**src/rtl/mbd_pkg.sv**
```systemverilog
package mbd_pkg;
    localparam int ADDR_W = 16;
    localparam int DATA_W = 8;
    localparam int SEL_W  = 3;
    localparam int HI_W   = ADDR_W - DATA_W;
    localparam int N_SEL  = 1 << SEL_W;
    localparam int RADR_W = ADDR_W - 1;

    localparam int SENSOR_CODE = 7;
    localparam int MOTOR_CODE  = 6;

    typedef struct packed {
        logic             upper;
        logic             io_window;
        logic [SEL_W-1:0] code;
    } region_t;

    function automatic region_t classify(input logic [HI_W-1:0] hi, input logic rd);
        region_t r;
        r.upper     = hi[HI_W-1];
        r.io_window = !hi[HI_W-1] && hi[HI_W-2];
        r.code      = {hi[HI_W-3], hi[HI_W-4], rd};
        return r;
    endfunction
endpackage

```
**src/rtl/mbd_addr_latch.sv**
```systemverilog
module mbd_addr_latch
    import mbd_pkg::*;
(
    input  logic              clk,
    input  logic              rst,
    input  logic              strobe,
    input  logic [DATA_W-1:0] pins,
    output logic [DATA_W-1:0] low_q
);
    always_ff @(posedge clk) begin
        if (rst)
            low_q <= '0;
        else if (strobe)
            low_q <= pins;
    end
endmodule

```
**src/rtl/mbd_decode.sv**
```systemverilog
module mbd_decode
    import mbd_pkg::*;
(
    input  logic [HI_W-1:0]  addr_hi,
    input  logic             rw,
    input  logic             e_clk,
    input  logic             supply_ok,
    output logic             ram_ce,
    output logic [N_SEL-1:0] io_sel
);
    region_t reg_info;
    logic    io_en;

    assign reg_info = classify(addr_hi, rw);
    assign ram_ce   = reg_info.upper && e_clk && supply_ok;
    assign io_en    = reg_info.io_window && e_clk;

    for (genvar i = 0; i < N_SEL; i++) begin : g_sel
        assign io_sel[i] = io_en && (reg_info.code == SEL_W'(i));
    end
endmodule

```
**src/rtl/mbd_io_port.sv**
```systemverilog
module mbd_io_port
    import mbd_pkg::*;
(
    input  logic              clk,
    input  logic              rst,
    input  logic              rd_sel,
    input  logic              wr_sel,
    input  logic [DATA_W-1:0] pins,
    input  logic [DATA_W-1:0] sensor_in,
    output logic [DATA_W-1:0] drive_val,
    output logic              drive_en,
    output logic [DATA_W-1:0] motor_q
);
    logic              wr_sel_q;
    logic [DATA_W-1:0] hold_q;

    assign drive_en  = rd_sel;
    assign drive_val = rd_sel ? sensor_in : '0;

    always_ff @(posedge clk) begin
        if (rst) begin
            wr_sel_q <= 1'b0;
            hold_q   <= '0;
            motor_q  <= '0;
        end else begin
            wr_sel_q <= wr_sel;
            if (wr_sel)
                hold_q <= pins;
            if (wr_sel_q && !wr_sel)
                motor_q <= hold_q;
        end
    end
endmodule

```
**src/rtl/mux_bus_decoder.sv**
```systemverilog
module mux_bus_decoder
    import mbd_pkg::*;
(
    input  logic              clk,
    input  logic              rst,
    input  logic [HI_W-1:0]   addr_hi,
    input  logic [DATA_W-1:0] ad_bus_in,
    input  logic              addr_strobe,
    input  logic              rw,
    input  logic              e_clk,
    input  logic              supply_ok,
    input  logic [DATA_W-1:0] sensor_in,
    output logic              ram_ce,
    output logic [RADR_W-1:0] ram_addr,
    output logic [N_SEL-1:0]  io_sel,
    output logic [DATA_W-1:0] ad_bus_out,
    output logic              ad_bus_oe,
    output logic [DATA_W-1:0] motor_q
);
    logic [DATA_W-1:0] low_byte;

    mbd_addr_latch i_latch (
        .clk    (clk),
        .rst    (rst),
        .strobe (addr_strobe),
        .pins   (ad_bus_in),
        .low_q  (low_byte)
    );

    mbd_decode i_decode (
        .addr_hi   (addr_hi),
        .rw        (rw),
        .e_clk     (e_clk),
        .supply_ok (supply_ok),
        .ram_ce    (ram_ce),
        .io_sel    (io_sel)
    );

    mbd_io_port i_port (
        .clk       (clk),
        .rst       (rst),
        .rd_sel    (io_sel[SENSOR_CODE]),
        .wr_sel    (io_sel[MOTOR_CODE]),
        .pins      (ad_bus_in),
        .sensor_in (sensor_in),
        .drive_val (ad_bus_out),
        .drive_en  (ad_bus_oe),
        .motor_q   (motor_q)
    );

    assign ram_addr = {addr_hi[HI_W-2:0], low_byte};
endmodule

```
**config.mk**
```make
export PLATFORM = sky130hd
export DESIGN_NAME = mux_bus_decoder
export DESIGN_NICKNAME = d
export VERILOG_FILES = /design/src/rtl/mbd_pkg.sv /design/src/rtl/mbd_addr_latch.sv /design/src/rtl/mbd_decode.sv /design/src/rtl/mbd_io_port.sv /design/src/rtl/mux_bus_decoder.sv
export SDC_FILE = /design/constraint.sdc
export NUM_CORES = 1
export LEC_CHECK = 0
export BUFFER_PORTS_ARGS = -buffer_cell sky130_fd_sc_hd__clkbuf_2
export CAP_MARGIN = 10
export CORE_ASPECT_RATIO = 1.25
export CORE_MARGIN = 4
export CORE_UTILIZATION = 38
export DETAILED_ROUTE_END_ITERATION = 12
export GPL_TIMING_DRIVEN = 0
export PLACE_DENSITY = 0.79
export SYNTH_ARGS = -nofsm -noshare
export SYNTH_HDL_FRONTEND = slang
export SYNTH_HIERARCHICAL = 1
export SYNTH_SLANG_ARGS = --single-unit
```
**constraint.sdc**
```tcl
create_clock -name clk -period 2.3 [get_ports clk]
set_input_delay 0.46 -clock clk [delete_from_list [all_inputs] [get_ports clk]]
set_output_delay 0.46 -clock clk [all_outputs]
set_load 0.005 [all_outputs]
```
=== Yosys cells after proc, flatten, opt, wreduce, memory -nomap -nowiden ===
Cells that the tools add are included.

* Bits in registers: 25
* Output and inout port bits: 41

* Equal/unequal tests: 7
* Muxes and demuxes: 1
* Reduce and logical (&&, ||, !) cells: 16

{| class="wikitable"
|+ Operators by type and width
! cell !! number
|-
| 1-bit logical AND || 13
|-
| 3-bit == test (second input constant) || 4
|-
| 8-bit two-way mux || 1
|-
| 3-bit by 2-bit == test with 1-bit output (second input constant) || 2
|-
| 3-bit by 1-bit == test with 1-bit output (second input constant) || 1
|-
| 3-bit zero test || 1
|-
| 1-bit zero test || 2
|}

=== Longest topological paths before layout ===
* Depth in word-level cells: 6
* Mapped depth: 6
* Depth with buffers taken out: 4

=== By module ===
The synthesis kept the hierarchy.

{| class="wikitable"
|+ By module, submodules not included
! module !! times used !! cells each !! area each (µm²)
|-
| mbd_io_port || 1 || 72 || 744.5
|-
| mbd_addr_latch || 1 || 26 || 285.3
|-
| mbd_decode || 1 || 15 || 88.8
|-
| mux_bus_decoder || 1 || 7 || 52.6
|}

=== Least setup slack after synthesis ===
No wires, ideal clock.

* Path kind: input to register
* Start point: input addr_hi[7]
* End point: register i_port.hold_q[0]
* Library setup time: 117 ps
* Data arrival time: 1552 ps
* Data required time: 2183 ps
* Path slack: 631 ps
* Cell stages on the path: 6
* Path through: or3b_4 -> nor2_1 -> buf_6 -> buf_8 -> mux2i_1 -> nor2_1

* Cells in the longest elaborated chain, start to end: 4

{| class="wikitable"
|+ RTL lines
! element !! RTL line !! text
|-
| start, declared || mux_bus_decoder.sv:6 || <nowiki>input logic [HI_W-1:0] addr_hi,</nowiki>
|-
| 1-bit zero test || mbd_pkg.sv:21 || <nowiki>r.io_window = !hi[HI_W-1] && hi[HI_W-2];</nowiki>
|-
| 1-bit logical AND || mbd_pkg.sv:21 ||
|-
| 1-bit logical AND || mbd_decode.sv:16 || <nowiki>assign io_en = reg_info.io_window && e_clk;</nowiki>
|-
| 1-bit logical AND || mbd_decode.sv:19 || <nowiki>assign io_sel[i] = io_en && (reg_info.code == SEL_W'(i));</nowiki>
|-
| named net io_sel[6] || mux_bus_decoder.sv:15 || <nowiki>output logic [N_SEL-1:0] io_sel,</nowiki>
|-
| end signal, assigned || mbd_io_port.sv:28 || <nowiki>hold_q <= pins;</nowiki>
|-
| end, declared || mbd_io_port.sv:15 || <nowiki>logic [DATA_W-1:0] hold_q;</nowiki>
|}

The timed path passes the listed nets, and every way through them passes these cells.
A chain may end at the register's enable or synchronous reset.

=== Worst setup path after layout ===
* Start point: input addr_hi[7]
* End point: output ad_bus_out[6]

* Cells in the longest elaborated chain, start to end: 5

{| class="wikitable"
|+ RTL lines
! element !! RTL line !! text
|-
| 1-bit zero test || mbd_pkg.sv:21 ||
|-
| 1-bit logical AND || mbd_pkg.sv:21 ||
|-
| 1-bit logical AND || mbd_decode.sv:16 ||
|-
| 1-bit logical AND || mbd_decode.sv:19 ||
|-
| 8-bit two-way mux || mbd_io_port.sv:18 || <nowiki>assign drive_val = rd_sel ? sensor_in : '0;</nowiki>
|-
| end, declared || mux_bus_decoder.sv:16 || <nowiki>output logic [DATA_W-1:0] ad_bus_out,</nowiki>
|}

No other way between the ends.

==> metrics.md <==
| Metric | Value |
|---|---|
| Yosys cell types | 23 |
| R2R Path End | i_port/motor_q[3] |
| Worst reg2reg startpoint | i_port/wr_sel_q |
| Critical Path AT | 1.46 ns |
| Slowest-stage cell, CP | nor2_1 |
| Fin Clk Skew | 0.00387 ns |
| Crit path kind | in2out |
| Hold-fix buffers at CTS | 0 |
| Area grow syn2layout | 33.9% |
| CTS max path bufs | 2 |
| CTS tree | done |
| First-pass iteration count of the detailed router | 4 |
| Hold Crit Endpoint | i_latch/low_q[6] |
| Mapped Nets | 150 |
| Buf/Inv on CP | 2 |
| Power per Cell Area | between 400 and 500 mW/mm^2 |
| CP cell instances | clkbuf_2, nand3b_1, nor2_1, and2_1, clkbuf_2 |
| Commonest non-fill, non-tap cell in the layout | clkbuf_2 |
| Slew Viols, Final | 0 |
| Cell area after synthesis | 0.00117 mm^2 |
| H-tree levels | 1 |
| Outcome | finished clean |
| Via density | about 4.6 |
| FMAX | roughly 520 MHz |
| Clk sinks | 25 |
| Unrepaired setup endpoints after global routing | no |
| Final Power | ~730 uW |
| Max-Cap Viols | 0 |
| Avg Cell Area, Syn | ~10 um^2 |
| Ys Warns | 6 |
| Starting Density | between 30% and 40% |
| Vias in the first global route | roughly 1,000 |
| # port buffers | between 60 and 70 |
| Final setup fails | 0 |
| Cell family with most CP delay | simple AND/OR/NAND/NOR gates |
| Total grt overflow | 0 |
| Hold path start | ad_bus_in[6] |
| Fraction of layout cells with a size suffix above 1 | 45.0% |
| Seq/Total Area, Yosys | between 40% and 50% |
| Die area | between 0.004 and 0.005 mm^2 |
| Root buffer cell | clkbuf_4 |
| Fillers | just over 300 |
| Core ar. | approximately 0.0029 mm^2 |
| CP Launch Type | primary input |
| Final worst-path cycle share | between 80% and 90% |
| GRT Util Overall | 12.8% |
| Cells after Synth | 120 |
| Drt wl/cell | 11.7 um |
| Die height | 70.1 um |
| Register Area | 500 um^2 |
| Crit-path max cell delay | between 0.3 and 0.4 ns |
| Hold path depth | 3 |
| Antenna cells | 0 |
| WHS | between 0.4 and 0.5 ns |
| R2r worst-path depth | 2 |
| Drc violations | 0 |
| CTS Buf Count | 3 |
| Flop2flop setup slack | ~1.3 ns |
| Slew @ Worst Pin | 0.398 ns |
| Worst Path Required | ~1.8 ns |
| Worst VDD drop | around 0.32 mV |
| Leak | approximately 0.74 nW |
| Setup bufs post-CTS | 0 |
| Die width | approximately 58 um |
| Class of the worst hold path | in2reg |
| Final #Nets | between 200 and 250 |
| Final wirelength | about 2600 um |
| Tmin final | about 1.9 ns |
| First-iteration detailed-routing DRC count | 36 |
| TNS Setup | 0 ns |
| Num rows | 22 |
| Worst-skew pair later-pin latency | about 0.31 ns |
| #FFs+latches synth | 25 |
| Commonest non-fill, non-tap cells in the layout | 65 x clkbuf_2, 25 x dfxtp_1, 22 x nor2_1 |
| CP most frequent cell | clkbuf_2 |
| First-pass GRT wire length | 4280 um |
| Initial antenna violation count | 0 |
| Final hold viol count | 0 |
| Clock-pin slew on the worst setup and hold paths | about 0.12 ns |
| Detail Route Antenna Nets | 0 |
| Setup crit end kind | output port |
| Placer Congestion | ~0.77 |
| Post-DP HPWL | between 2000 and 2500 um |
| Via Count | ~1,000 |
| Post-CTS sizing | 0 |
| I/O pins | 71 |
| Worst-path maximum fanout | 10 |
| Pin count of the biggest net entering global routing | 14 |
| Slew margin rel. | about 73% |
| Footprint of the multi-input gates | 559 um^2 |
| WP depth | 5 |
[worst register-to-register path, stage by stage, from the launching register on]
cell and delay [ns]:
dfxtp_1 0.50, nor2b_4 0.28, o21ai_0 0.11
[worst max-delay path by stage]
stage | slack, ns | end | startpoint
global placement | 0.34 | ad_bus_out[6] | addr_hi[7]
CTS | 0.36 | ad_bus_out[6] | addr_hi[7]
global route | 0.17 | ad_bus_out[6] | addr_hi[7]
finish | 0.38 | ad_bus_out[6] | addr_hi[7]
floorplan | 0.63 | i_port/hold_q[0] | addr_hi[7]
detailed placement | 0.36 | ad_bus_out[6] | addr_hi[7]
[state kept, by name (all words and copies together) (netlist names)]
| name | cells |
|---|---|
| i_port/hold_q | 8 |
| i_port/motor_q | 8 |
| i_latch/low_q | 8 |
| i_port/wr_sel_q | 1 |
[per-stage QoR]
stage	cell area, um^2	util [%]	setup slack (ns)	cells
after CTS	1570	53.2	0.358	225
after global placement	1540	52.3	0.344	221
after global routing	1570	53.2	0.171	225
after detailed placement	1540	52.3	0.359	221
final	1570	53.2	0.382	225
after floorplan	1170	-	0.631	120
[layer usage]
metal	up-vias	share of wire [%]	GRT usage (%)
li1	533	-	-
met1	439	39	14.9
met2	63	44	21.2
met3	2	16	4.62
met4	0	0.30	4.64
met5	-	0	0
[where the power goes]
group	internal [mW]	total, mW	switching [mW]
Combinational	0.0553	0.0976	0.0422
Sequential	0.442	0.447	0.00501
Clock	0.0676	0.186	0.118
[cells by family after synthesis]
kind of cell	Yosys count	synth area share, %
AOI/OAI and AO/OA	8	3.42
DFF	25	42.7
buffers and inverters	14	9.51
and+or+nand+nor	57	30.7
muxes	16	13.7
[cell usage after synthesis]
| library cell | instances | area [um^2] |
|---|---|---|
| nand2b_1 | 8 | 50.1 |
| nor3_2 | 1 | 10.0 |
| nand4bb_1 | 8 | 90.1 |
| nand3b_1 | 2 | 15.0 |
| nor2b_4 | 1 | 13.8 |
| o21ai_1 | 2 | 10.0 |
| buf_4 | 8 | 60.1 |
| or3b_4 | 1 | 11.3 |
| nor2b_1 | 1 | 6.26 |
| and3_2 | 1 | 7.51 |
| nor3_1 | 1 | 5.00 |
| mux2i_1 | 16 | 160 |
| o21ai_0 | 6 | 30.0 |
| nand2_1 | 1 | 3.75 |
| or3b_1 | 1 | 8.76 |
| buf_2 | 2 | 10.0 |
| buf_1 | 1 | 3.75 |
| buf_8 | 1 | 15.0 |
| dfxtp_1 | 25 | 500 |
| nor2_1 | 22 | 82.6 |
| nand3_1 | 1 | 5.00 |
| buf_6 | 2 | 22.5 |
| and2_1 | 8 | 50.1 |
[final cells by class]
| cell class | count | share of cell area, % |
|---|---|---|
| multi-input combinational | 81 | 35.7 |
| tap | 36 | 2.87 |
| clock buffer | 4 | 1.68 |
| sequential | 25 | 31.9 |
| timing repair buffer | 65 | 20.8 |
| buffer | 14 | 7.10 |
Power figures use the tool's default switching activity.
